**config.mk**
```make
export PLATFORM = sky130hd
export DESIGN_NAME = mdio_master
export DESIGN_NICKNAME = d
export VERILOG_FILES = /design/src/rtl/mdio_pkg.sv /design/src/rtl/mdio_mdc_gen.sv /design/src/rtl/mdio_frame_shift.sv /design/src/rtl/mdio_rd_capture.sv /design/src/rtl/mdio_master.sv
export SDC_FILE = /design/constraint.sdc
export NUM_CORES = 1
export LEC_CHECK = 0
export BUFFER_PORTS_ARGS = -buffer_cell sky130_fd_sc_hd__buf_2
export CELL_PAD_IN_SITES_DETAIL_PLACEMENT = 1
export CELL_PAD_IN_SITES_GLOBAL_PLACEMENT = 2
export CORE_UTILIZATION = 38
export DETAILED_ROUTE_END_ITERATION = 10
export GPL_ROUTABILITY_DRIVEN = 0
export HOLD_SLACK_MARGIN = 0.06
export PLACE_DENSITY = 0.91
export SLEW_MARGIN = 20
export SYNTH_ARGS = -nofsm -noshare
export SYNTH_HDL_FRONTEND = slang
export SYNTH_SLANG_ARGS = --single-unit
```
**constraint.sdc**
```tcl
create_clock -name clk -period 4.73 [get_ports clk]
set_clock_uncertainty 0.05 [all_clocks]
set_input_delay 1.419 -clock clk [delete_from_list [all_inputs] [get_ports clk]]
set_output_delay 1.419 -clock clk [all_outputs]
set_load 0.02 [all_outputs]
```
**src/rtl/mdio_pkg.sv**
```systemverilog
`timescale 1ns/1ps
package mdio_pkg;
  localparam int HDR_BITS  = 14;
  localparam int DATA_BITS = 16;
  localparam int TAIL_BITS = 18;  // turnaround + data

  localparam logic [1:0] START_PAT = 2'b01;
  localparam logic [1:0] OP_READ   = 2'b10;
  localparam logic [1:0] OP_WRITE  = 2'b01;
  localparam logic [1:0] TA_WRITE  = 2'b10;

  typedef enum logic {SEQ_IDLE, SEQ_RUN} seq_state_t;
endpackage

```
**src/rtl/mdio_mdc_gen.sv**
```systemverilog
`timescale 1ns/1ps
// Divides the system clock into MDC and flags the cycle before each edge.
module mdio_mdc_gen #(
  parameter int unsigned CLK_HALF = 2
) (
  input  logic clk,
  input  logic rst,
  input  logic run,
  output logic mdc,
  output logic rise_ev,
  output logic fall_ev
);
  localparam int unsigned CW = (CLK_HALF > 1) ? $clog2(CLK_HALF) : 1;

  logic [CW-1:0] cnt;
  logic          term;

  assign term    = (cnt == CW'(CLK_HALF - 1));
  assign rise_ev = run && term && !mdc;
  assign fall_ev = run && term && mdc;

  always_ff @(posedge clk) begin
    if (rst || !run) begin
      cnt <= '0;
      mdc <= 1'b0;
    end else if (term) begin
      cnt <= '0;
      mdc <= ~mdc;
    end else begin
      cnt <= cnt + 1'b1;
    end
  end
endmodule

```
**src/rtl/mdio_frame_shift.sv**
```systemverilog
`timescale 1ns/1ps
// Holds the whole outgoing frame; MSB is the bit on the wire.
module mdio_frame_shift #(
  parameter int W = 64
) (
  input  logic         clk,
  input  logic         rst,
  input  logic         load,
  input  logic [W-1:0] load_val,
  input  logic         shift,
  output logic         bit_out
);
  logic [W-1:0] sr;

  always_ff @(posedge clk) begin
    if (rst)        sr <= '0;
    else if (load)  sr <= load_val;
    else if (shift) sr <= {sr[W-2:0], 1'b1};
  end

  assign bit_out = sr[W-1];
endmodule

```
**src/rtl/mdio_rd_capture.sv**
```systemverilog
`timescale 1ns/1ps
// Collects read bits MSB first.
module mdio_rd_capture #(
  parameter int W = 16
) (
  input  logic         clk,
  input  logic         rst,
  input  logic         clr,
  input  logic         en,
  input  logic         bit_in,
  output logic [W-1:0] q
);
  always_ff @(posedge clk) begin
    if (rst || clr) q <= '0;
    else if (en)    q <= {q[W-2:0], bit_in};
  end
endmodule

```
**src/rtl/mdio_master.sv**
```systemverilog
`timescale 1ns/1ps
module mdio_master
  import mdio_pkg::*;
#(
  parameter int unsigned CLK_HALF = 2,
  parameter int unsigned PRE_LEN  = 32
) (
  input  logic        clk,
  input  logic        rst,
  input  logic        req_valid,
  input  logic        req_write,
  input  logic [4:0]  req_phy,
  input  logic [4:0]  req_reg,
  input  logic [15:0] req_wdata,
  input  logic        single_phy,
  output logic        busy,
  output logic        done,
  output logic [15:0] rd_data,
  output logic        ack_fail,
  output logic        mdc,
  output logic        mdio_out,
  output logic        mdio_oe,
  input  logic        mdio_in
);
  localparam int FRAME_W    = PRE_LEN + HDR_BITS + TAIL_BITS;
  localparam int LAST_P     = FRAME_W;            // idle period
  localparam int REL_P      = PRE_LEN + HDR_BITS; // read release period
  localparam int ACK_P      = REL_P + 1;
  localparam int DATA_FIRST = REL_P + 2;
  localparam int DATA_LAST  = DATA_FIRST + DATA_BITS - 1;
  localparam int PW         = $clog2(LAST_P + 1);

  seq_state_t state;
  logic [PW-1:0] per;
  logic is_rd, ack_bad;
  logic rise_ev, fall_ev, run;
  logic accept, reject, start;
  logic cap_en;
  logic [DATA_BITS-1:0] cap_q;
  logic [FRAME_W-1:0] frame_val;

  assign accept = req_valid && (state == SEQ_IDLE);
  assign reject = accept && !req_write && single_phy && (req_phy != 5'd0);
  assign start  = accept && !reject;
  assign run    = (state == SEQ_RUN);

  assign frame_val = {{PRE_LEN{1'b1}}, START_PAT,
                      (req_write ? OP_WRITE : OP_READ),
                      req_phy, req_reg, TA_WRITE, req_wdata};

  assign cap_en = rise_ev && is_rd &&
                  (per >= PW'(DATA_FIRST)) && (per <= PW'(DATA_LAST));

  mdio_mdc_gen #(.CLK_HALF(CLK_HALF)) u_mdc (
    .clk(clk), .rst(rst), .run(run),
    .mdc(mdc), .rise_ev(rise_ev), .fall_ev(fall_ev)
  );

  mdio_frame_shift #(.W(FRAME_W)) u_shift (
    .clk(clk), .rst(rst), .load(start), .load_val(frame_val),
    .shift(fall_ev), .bit_out(mdio_out)
  );

  mdio_rd_capture #(.W(DATA_BITS)) u_cap (
    .clk(clk), .rst(rst), .clr(start), .en(cap_en),
    .bit_in(mdio_in && !ack_bad), .q(cap_q)
  );

  always_ff @(posedge clk) begin
    if (rst) begin
      state    <= SEQ_IDLE;
      busy     <= 1'b0;
      done     <= 1'b0;
      per      <= '0;
      is_rd    <= 1'b0;
      ack_bad  <= 1'b0;
      mdio_oe  <= 1'b0;
      rd_data  <= '0;
      ack_fail <= 1'b0;
    end else begin
      done <= 1'b0;
      if (reject) begin
        done     <= 1'b1;
        rd_data  <= '0;
        ack_fail <= 1'b1;
      end else if (start) begin
        state   <= SEQ_RUN;
        busy    <= 1'b1;
        per     <= '0;
        is_rd   <= !req_write;
        ack_bad <= 1'b0;
        mdio_oe <= 1'b1;
      end else if (run) begin
        if (rise_ev && is_rd && per == PW'(ACK_P))
          ack_bad <= mdio_in;
        if (fall_ev) begin
          if (per == PW'(LAST_P)) begin
            state    <= SEQ_IDLE;
            busy     <= 1'b0;
            done     <= 1'b1;
            mdio_oe  <= 1'b0;
            rd_data  <= (is_rd && !ack_bad) ? cap_q : '0;
            ack_fail <= is_rd && ack_bad;
          end else begin
            per <= per + 1'b1;
            if (is_rd && per == PW'(REL_P - 1))
              mdio_oe <= 1'b0;
          end
        end
      end
    end
  end
endmodule

```
# Word-level counts from Yosys, hierarchy flattened
# Index checks and enable logic that the tools add are counted.
word_totals:
  reg_bits: 112
  inputBits: 32
  out_inout_bits: 22
  elab_cells: 103
classes:
  n_addsub: 2
  n_lt_le_gt_ge: 2
  eq_ne: 5
  muxes: 34
  n_bitwise: 4
  reduce_logical: 42
op_table:
  columns: ["operator", "n"]
  rows:
  - ["$mux 64", 2]
  - ["$mux 7", 4]
  - ["$mux 1", 26]
  - ["$reduce_and 4->1", 5]
  - ["$logic_and 1x1->1", 16]
  - ["$mux 16", 1]
  - ["$eq 7x6->1 const B", 2]
  - ["$reduce_bool 2->1", 7]
  - ["$add 7x1->7 const B", 1]
  - ["$eq 7x7->1 const B", 1]
  - ["$ge 7x6->1 const B", 1]
  - ["$le 7x6->1 const B", 1]
  - ["$reduce_or 2->1", 3]
  - ["$logic_not 1->1", 5]
  - ["$reduce_bool 5->1", 1]
  - ["$not 1->1", 4]
  - ["$reduce_and 3->1", 1]
  - ["$reduce_bool 3->1", 1]
  - ["$logic_or 1x1->1", 2]
  - ["$mux 2", 1]
  - ["$ne 2x1->1 const B", 1]
  - ["$ne 2x2->1 const B", 1]
  - ["$reduce_and 2->1", 1]
  - ["$add 1x1->1 const B", 1]

# Longest topological paths before layout
# Gate-level depths: netlist of the first run.
logic_depth:
  depth_word: 9
  ltp_mapped: 7
  ltp_nobuf: 5

# Cells and area by module
# From an unflattened synthesis of the first run, not the netlist that was laid out.
unflattened:
  hier_cells: 511
  hier_area_um2: 5052.3
by_module_without_submodules:
  columns: ["mod", "n_inst", "cells_per_inst", "area_each_um2", "seq_area_each_um2"]
  rows:
  - ["mdio_frame_shift", 1, 284, 3004.1, 1281.2]
  - ["mdio_master", 1, 165, 1388.8, 600.6]
  - ["mdio_rd_capture", 1, 53, 581.8, 320.3]
  - ["mdio_mdc_gen", 1, 9, 77.6, 40.0]

# Worst setup path before layout of the first run
# No wires, ideal clock.
synth_path:
  path_type: "input port to flip-flop"
  startpoint: "input port req_valid"
  endpoint: "register per[0]"
  setup_time_ps: 128
  arrival_time_ps: 2574
  t_required_ps: 4552
  slack_ps: 1979
  path_stages: 6
  path_buffers: 2
  path_cell_list: "nor2b_1 -> nand3_1 -> clkbuf_1 -> nand3_1 -> clkbuf_1 -> nor2_1"
synth_via:
  elab_chain_len: 8
  elab_cells_between_ends: 12
  classes_between: "1 x eq/ne; 1 x mux; 1 x bitwise; 9 x reduce/logical"
synth_rtl:
  columns: ["element", "line", "text"]
  rows:
  - ["from (decl)", "mdio_master.sv:10", "input logic req_valid,"]
  - ["$logic_and 1x1->1 (*)", "mdio_master.sv:42", "assign accept = req_valid && (state == SEQ_IDLE);"]
  - ["$logic_and 1x1->1 (3 in a row)", "mdio_master.sv:43", "assign reject = accept && !req_write && single_phy && (req_phy != 5'd0);"]
  - ["$logic_not 1->1", "mdio_master.sv:44", "assign start = accept && !reject;"]
  - ["$logic_and 1x1->1", "mdio_master.sv:44", null]
  - ["$ne 2x1->1 (no source line) / $reduce_bool 2->1 (equally long branches)", null, null]
  - ["$reduce_and 4->1 (no source line)", null, null]
  - ["to (signal assigned)", "mdio_master.sv:105", "per <= per + 1'b1;"]
  - ["to (decl)", "mdio_master.sv:34", "logic [PW-1:0] per;"]
# Every way passes the cells marked *; elsewhere a longest branch is shown, timed or not.
# A chain may end at the register's enable or synchronous reset.

# Worst setup path after layout of the first run
layout_path:
  startpoint: "input port req_valid"
  endpoint: "register u_shift.sr[56]"
layout_via:
  elab_chain_len: 7
  elab_cells_between_ends: 8
  classes_between: "1 x mux; 7 x reduce/logical"
layout_rtl:
  columns: ["element", "line", "text"]
  rows:
  - ["$logic_and 1x1->1 (*)", "mdio_master.sv:42", null]
  - ["$logic_and 1x1->1 (3 in a row)", "mdio_master.sv:43", null]
  - ["$logic_not 1->1", "mdio_master.sv:44", null]
  - ["$logic_and 1x1->1 (*)", "mdio_master.sv:44", null]
  - ["$mux 64 / $reduce_bool 2->1 (equally long branches)", null, null]
  - ["to (signal assigned)", "mdio_frame_shift.sv:17", "else if (load) sr <= load_val;"]
  - ["to (signal assigned)", "mdio_frame_shift.sv:18", "else if (shift) sr <= {sr[W-2:0], 1'b1};"]
  - ["to (decl)", "mdio_frame_shift.sv:13", "logic [W-1:0] sr;"]
# Marks and branches as above.

==> metrics.md, run 1 <==
| Metric | Value |
|---|---|
| Slew at the pin closest to its max-slew limit | `1.06 ns` |
| Final setup TNS | `0 ns` |
| Synthesized area | `0.00431 mm^2` |
| Worst r2r path cells | `6` |
| I/O Pins | `54` |
| Critical path cell sequence | `buf_2 > nor2b_1 > nand3_1 > nand2_1 > o221a_2` |
| Standard cell core area | `0.0109 mm^2` |
| Setup fix buffers added after clock tree synthesis | `0` |
| Grt ovf | `0` |
| Mapped Cells | `461` |
| Layout Area Growth over Synthesis | `14.0%` |
| Hold Path End | `rd_data[1]` |
| Area of the die | `0.0118 mm^2` |
| Psw | `461 uW` |
| Routed WL per cell | `16.2 um` |
| Synth area leaders | `dfxtp_1, o221a_2, nand3_1, nand2_1, mux2i_1` |
| Diodes inserted | `0` |
| Sw Ratio | `0.245` |
| Number of vias after detailed routing | `3562` |
| Critical R2R Launch | `run` |
| Sequential-to-total area share from yosys stat | `0.520` |
| Detailed-placement wirelength estimate | `6.67 mm` |
| Iteration-0 DRC count of the detailed router | `118` |
| Number of buffers on the longest clock path | `2` |
| Fmax | `0.291 GHz` |
| Flops & latches, synth | `112` |
| Maximum fanout count along the critical path | `34` |
| Hold/Removal Path Class | `flop to flop` |
| Antenna violation net count after detailed routing | `0` |
| Total of endpoints with negative setup slack in the final report | `0` |
| Number of gates resized after cts | `0` |
| Hold Path Depth | `2` |
| Antenna violations before repair | `0` |
| Total wire length | `10.3 mm` |
| Clock latency reported for the late side of the worst-skew pair | `0.35 ns` |
| Detailed Routing Iterations Pass 1 | `4` |
| Nets@finish | `525` |
| Crit path launch type | `input pin` |
| Synthesized netlist net count | `496` |
| Dominant cell type by area after synthesis | `dfxtp_1` |
| Number of pins with negative max-slew slack in the final report | `0` |
| Internal power | `1.42 mW` |
| Worst R2R End | `u_shift.sr[56]` |
| Element type at the critical path end | `flop` |
| Die Y | `108 um` |
| Root cell of the clock tree | `clkbuf_16` |
| Die W | `108 um` |
| Leading cell types by count after synthesis | `dfxtp_1, nand2_1, nand3_1, clkbuf_1, o221a_2` |
| Clock power share | `0.389` |
| Combinational share of power | `0.070` |
| Max-slew headroom | `0.292` |
| Sinks on the clock net | `112` |
| Share of power burned in registers | `0.541` |
| FFs w/ async S/R, synth | `0` |
| Number of non-filler instances in the completed layout | `635` |
| Total of max-cap violations | `0` |
| Global-route wire length before repair | `17.2 mm` |
| EDFF count, synth | `0` |
| Crit path required time | `4.97 ns` |
| Slowest stage delay, CP | `0.96 ns` |
| Final core utilization | `0.449` |
| Syn avg cell area | `9.35 um^2` |
| Depth of the CTS H-tree | `3` |
| Worst Path Class, Setup | `input pin to flop` |
| Maximum vdd drop | `188 uV` |
| Data arrival time of the critical path | `3.67 ns` |
| Cell with the most instances after synthesis | `dfxtp_1` |
| Layout cell share with drive strength beyond 1 | `0.234` |
| Cell area power density | `383 mW/mm^2` |
| Result of the run | `complete, no violations` |
| Mean number of vias per cell | `5.61` |
| Unrepaired setup endpoints after global routing | `false` |
| Slowest cell on crit path | `nand2_1` |
| Starting density of the core | `0.394` |
| Hold-fix buffers, CTS | `0` |
| Vias in the first global route | `3487` |
| # placed instances | `619` |
| Clock slew at reported path FFs | `0.07 ns` |
| Maximum number of pins on one net before global-route repair | `43` |
| Dominant synthesized flop cell | `dfxtp_1` |
| Overall power | `1.88 mW` |
| Overall global routing resource usage | `0.185` |
| DRC viols | `0` |
| Reg2Reg Setup Slack | `1.69 ns` |
| Standby leakage power | `1.75 nW` |
| Final worst path period share | `0.725` |
| Cts bufs inserted | `9` |
| Count of input and output buffers | `53` |
| Number of warning messages in the yosys log | `0` |
| Number of placement rows | `38` |
| Final worst hold slack | `0.403 ns` |
| Final period demand of the worst path | `3.43 ns` |
| Number of distinct library cell variants in the gate-level netlist after synthesis | `38` |
| Layout filler cell count | `1281` |
| Area share of the leading cell type in the synthesized netlist | `0.520` |
| CTS tree | `done` |
| Min-delay src | `rd_data[1]` |
| Final number of hold-violating endpoints | `0` |
power groups by stage:
stage          Sequential, mW  Clock (mW)  Combinational [mW]
6_report                 1.02       0.733               0.131
5_1_grt                  1.02       0.782               0.146
4_1_cts                  1.02       0.749               0.133
3_5_place_dp             1.04           0               0.133
3_3_place_gp             1.04           0               0.127
2_1_floorplan            1.03           0              0.0934
metrics by stage:
step                setup WS, ns  cell area, um^2
global route                1.07             4910
finish                      1.30             4910
global placement            1.05             4630
detailed placement         0.944             4630
floorplan                   1.98             4310
CTS                         1.31             4910
placed cells by master, fill, tap and decap left out, drive strengths merged, types with 2 or more instances in the layout:
cell	n
o221a	34
nand2	55
a22oi	4
nor4	2
a31oi	22
dfxtp	112
nor2b	2
nand2b	3
nor3	10
clkbuf	10
buf	59
nor2	28
nand3	46
nand4	4
o21ai	22
and3	2
and4	2
nand3b	2
clkinv	4
mux2i	16
ha	3
xnor2	4
inv	5
a311oi	2
a21oi	30
per-layer routing:
layer,GRT usage,share of wire
met1,0.244,0.47
met5,0,0
met3,0.0386,0.029
met4,0.0579,0.011
met2,0.300,0.49
cell families (layout without fill, tap and decap cells):
kind of cell / Yosys count / after routing / synth area share
AND/OR/NAND/NOR: 160 / 160 / 0.172
AO/OA/AOI/OAI: 120 / 120 / 0.209
flip-flops: 112 / 112 / 0.520
buffers and inverters: 45 / 79 / 0.0421
multiplexers: 16 / 16 / 0.0372
XOR/XNOR: 5 / 5 / 0.0102
adder cells (fa/ha/maj): 3 / 3 / 0.00871
layout make-up:
type | count | area [um^2] | share of cell area
repair buffers | 59 | 310 | 0.0632
clock inverters | 6 | 43.8 | 0.00891
flip-flops and latches | 112 | 2240 | 0.456
inverters | 4 | 15.0 | 0.00306
clock buffers | 10 | 239 | 0.0486
well taps | 140 | 175 | 0.0357
multi-input cells | 304 | 1890 | 0.384
sequential cells by signal, summed over array words and instances, names as in the netlist:
signal,cells
rd_data,16
u_shift.sr,64
ack_bad,1
done,1
u_mdc.mdc,1
mdio_oe,1
is_rd,1
ack_fail,1
run,1
busy,1
u_mdc.cnt,1
per,7
u_cap.q,16
worst max path at each step:
stage | to | cells after the start | start | slack (ns)
2_1_floorplan | per[0] | 6 | req_valid | 1.98
3_3_place_gp | u_shift.sr[49] | 5 | req_phy[0] | 1.05
3_5_place_dp | u_shift.sr[56] | 5 | req_valid | 0.94
4_1_cts | u_shift.sr[35] | 5 | req_valid | 1.31
5_1_grt | u_shift.sr[35] | 5 | req_valid | 1.07
6_report | u_shift.sr[56] | 5 | req_valid | 1.30
critical path, delay by kind of cell:
| family | cells | cell delay (ns) |
|---|---|---|
| compound gates | 1 | 0.36 |
| buf+inv | 1 | 0.09 |
| simple gates | 3 | 1.79 |
(Power assumes the default switching activity.)
==> run 2: changes to the inputs <==
- CORE_UTILIZATION: 38 -> 32
- PLACE_DENSITY: 0.91 -> 0.82
- clock period: 4.73 -> 3.1 ns (I/O delays scaled with it)
==> run 2 against run 1 <==
  * First-iteration DRC count grew 43%
  * Critical path depth is the same
  * Non-clock buffer count grew 7
  * Power grew 52%
  * Sequential share of layout area shrank 0.79 points
  * Largest cell class unchanged
  * Via count shrank 0.39%
  * Core utilization shrank 7.0 points
  * Count of clock-buffer cells in the layout grew 1
  * Worst hold slack lost 0.0025 ns
  * Clock power grew 50%
==> metrics.md, run 2 (synthesis results as in run 1) <==
| Metric | Value |
|---|---|
| Overall global routing resource usage | `0.157` |
| Slew at the pin closest to its max-slew limit | `1.07 ns` |
| Clock slew at reported path FFs | `0.08 ns` |
| Hold/Removal Path Class | `flop to flop` |
| Crit path launch type | `flop` |
| Hold-fix buffers, CTS | `0` |
| Antenna violation net count after detailed routing | `0` |
| Antenna violations before repair | `0` |
| Setup fix buffers added after clock tree synthesis | `0` |
| # placed instances | `662` |
| Number of pins with negative max-slew slack in the final report | `0` |
| Mean number of vias per cell | `5.23` |
| Number of vias after detailed routing | `3548` |
| Standby leakage power | `1.78 nW` |
| Final setup TNS | `0 ns` |
| Critical path cell sequence | `and3_1 > buf_4 > nand4_1 > a21oi_1 > nor3_1` |
| Die Y | `118 um` |
| Cell area power density | `573 mW/mm^2` |
| Sinks on the clock net | `112` |
| Number of placement rows | `42` |
| Layout cell share with drive strength beyond 1 | `0.239` |
| Nets@finish | `532` |
| Register bank with the most flops | `u_shift.sr` |
| Number of non-filler instances in the completed layout | `678` |
| I/O Pins | `54` |
| Die W | `118 um` |
| Biggest regs | `u_shift.sr x64, rd_data x16, u_cap.q x16` |
| Layout Area Growth over Synthesis | `16.0%` |
| Detailed-placement wirelength estimate | `6.68 mm` |
| Count of input and output buffers | `53` |
| Vias in the first global route | `3557` |
| Area of the die | `0.0139 mm^2` |
| Maximum vdd drop | `218 uV` |
| CTS tree | `done` |
| Grt ovf | `0` |
| Slowest cell on crit path | `nand4_1` |
| Worst Path Class, Setup | `flop to flop` |
| Depth of the CTS H-tree | `3` |
| Max-slew headroom | `0.282` |
| Final core utilization | `0.379` |
| Standard cell core area | `0.0132 mm^2` |
| Clock latency reported for the late side of the worst-skew pair | `0.36 ns` |
| Most frequent standard cell in the layout excluding fill and tap cells | `dfxtp_1` |
| Diodes inserted | `0` |
| Top library cells by usage in the layout, fill and taps aside | `dfxtp_1, nand2_1, buf_2` |
| Slowest stage delay, CP | `0.69 ns` |
| Final worst hold slack | `0.401 ns` |
| Global-route wire length before repair | `17.8 mm` |
| Max FFs per register | `64` |
| Reg2Reg Setup Slack | `0.63 ns` |
| Final worst path period share | `0.796` |
| Detailed Routing Iterations Pass 1 | `4` |
| Number of buffers on the longest clock path | `2` |
| Result of the run | `complete, no violations` |
| Total wire length | `10.4 mm` |
| Root cell of the clock tree | `clkbuf_16` |
| Data arrival time of the critical path | `2.66 ns` |
| Starting density of the core | `0.327` |
| Iteration-0 DRC count of the detailed router | `169` |
| Final number of hold-violating endpoints | `0` |
| Total of endpoints with negative setup slack in the final report | `0` |
| Element type at the critical path end | `flop` |
| Maximum number of pins on one net before global-route repair | `44` |
| Fmax | `0.405 GHz` |
| Total of max-cap violations | `0` |
| Routed WL per cell | `15.3 um` |
| DRC viols | `0` |
| Maximum fanout count along the critical path | `32` |
| Unrepaired setup endpoints after global routing | `false` |
| Final period demand of the worst path | `2.47 ns` |
| Number of gates resized after cts | `0` |
| Cts bufs inserted | `9` |
| Crit path required time | `3.29 ns` |
run 2: cell types whose count changed in the layout (fill, tap and decap cells not counted):
cell      previous run  this run
nor2b_2              1         0
buf_4                6        13
clkbuf_8             1         0
clkbuf_1             0         2
clkinv_2             2         1
clkinv_4             2         1
inv_8                0         1
nor2b_1              1         2
run 2: layout make-up:
cell class	count	area (um^2)
clock buffer	11	233
clock inverter	5	41.3
fill	1524	8190
inverter	4	15.0
multi-input combinational	304	1890
sequential	112	2240
tap	176	220
timing repair buffer	66	363
run 2: worst max-delay path, delay by kind of cell (launching register included):
kind | cells | cell delay (ns)
buf+inv | 1 | 0.38
flops | 1 | 0.49
compound gates | 1 | 0.36
simple gates | 3 | 1.07
run 2: report_power, final:
| group | switching, mW | total [mW] | internal, mW |
|---|---|---|---|
| clock | 0.549 | 1.10 | 0.555 |
| sequential | 0.0430 | 1.55 | 1.51 |
| combinational | 0.117 | 0.210 | 0.0934 |
run 2: stage by stage:
stage          setup slack, ns  total power [mW]  area (um^2)
2_1_floorplan            0.838              1.72         4310
6_report                 0.633              2.87         5000
3_3_place_gp             0.608              1.79         4730
3_5_place_dp             0.540              1.80         4730
4_1_cts                  0.615              2.90         5000
5_1_grt                  0.451              2.99         5000
run 2: path summary, 6_finish.rpt:
| check | end | depth (start not counted) | start |
|---|---|---|---|
| worst max register to register | ack_fail | 5 | run |
| worst min register to register | rd_data[10] | 2 | rd_data[10] |
| worst min-delay path | rd_data[10] | 2 | rd_data[10] |
| worst max-delay path | ack_fail | 5 | run |
run 2: layer usage:
metal | up-vias | track usage | share of wire
li1 | 1756 | - | -
met1 | 1747 | 0.208 | 0.50
met2 | 35 | 0.247 | 0.47
met3 | 10 | 0.0368 | 0.023
met4 | 0 | 0.0601 | 0.015
met5 | - | 0 | 0
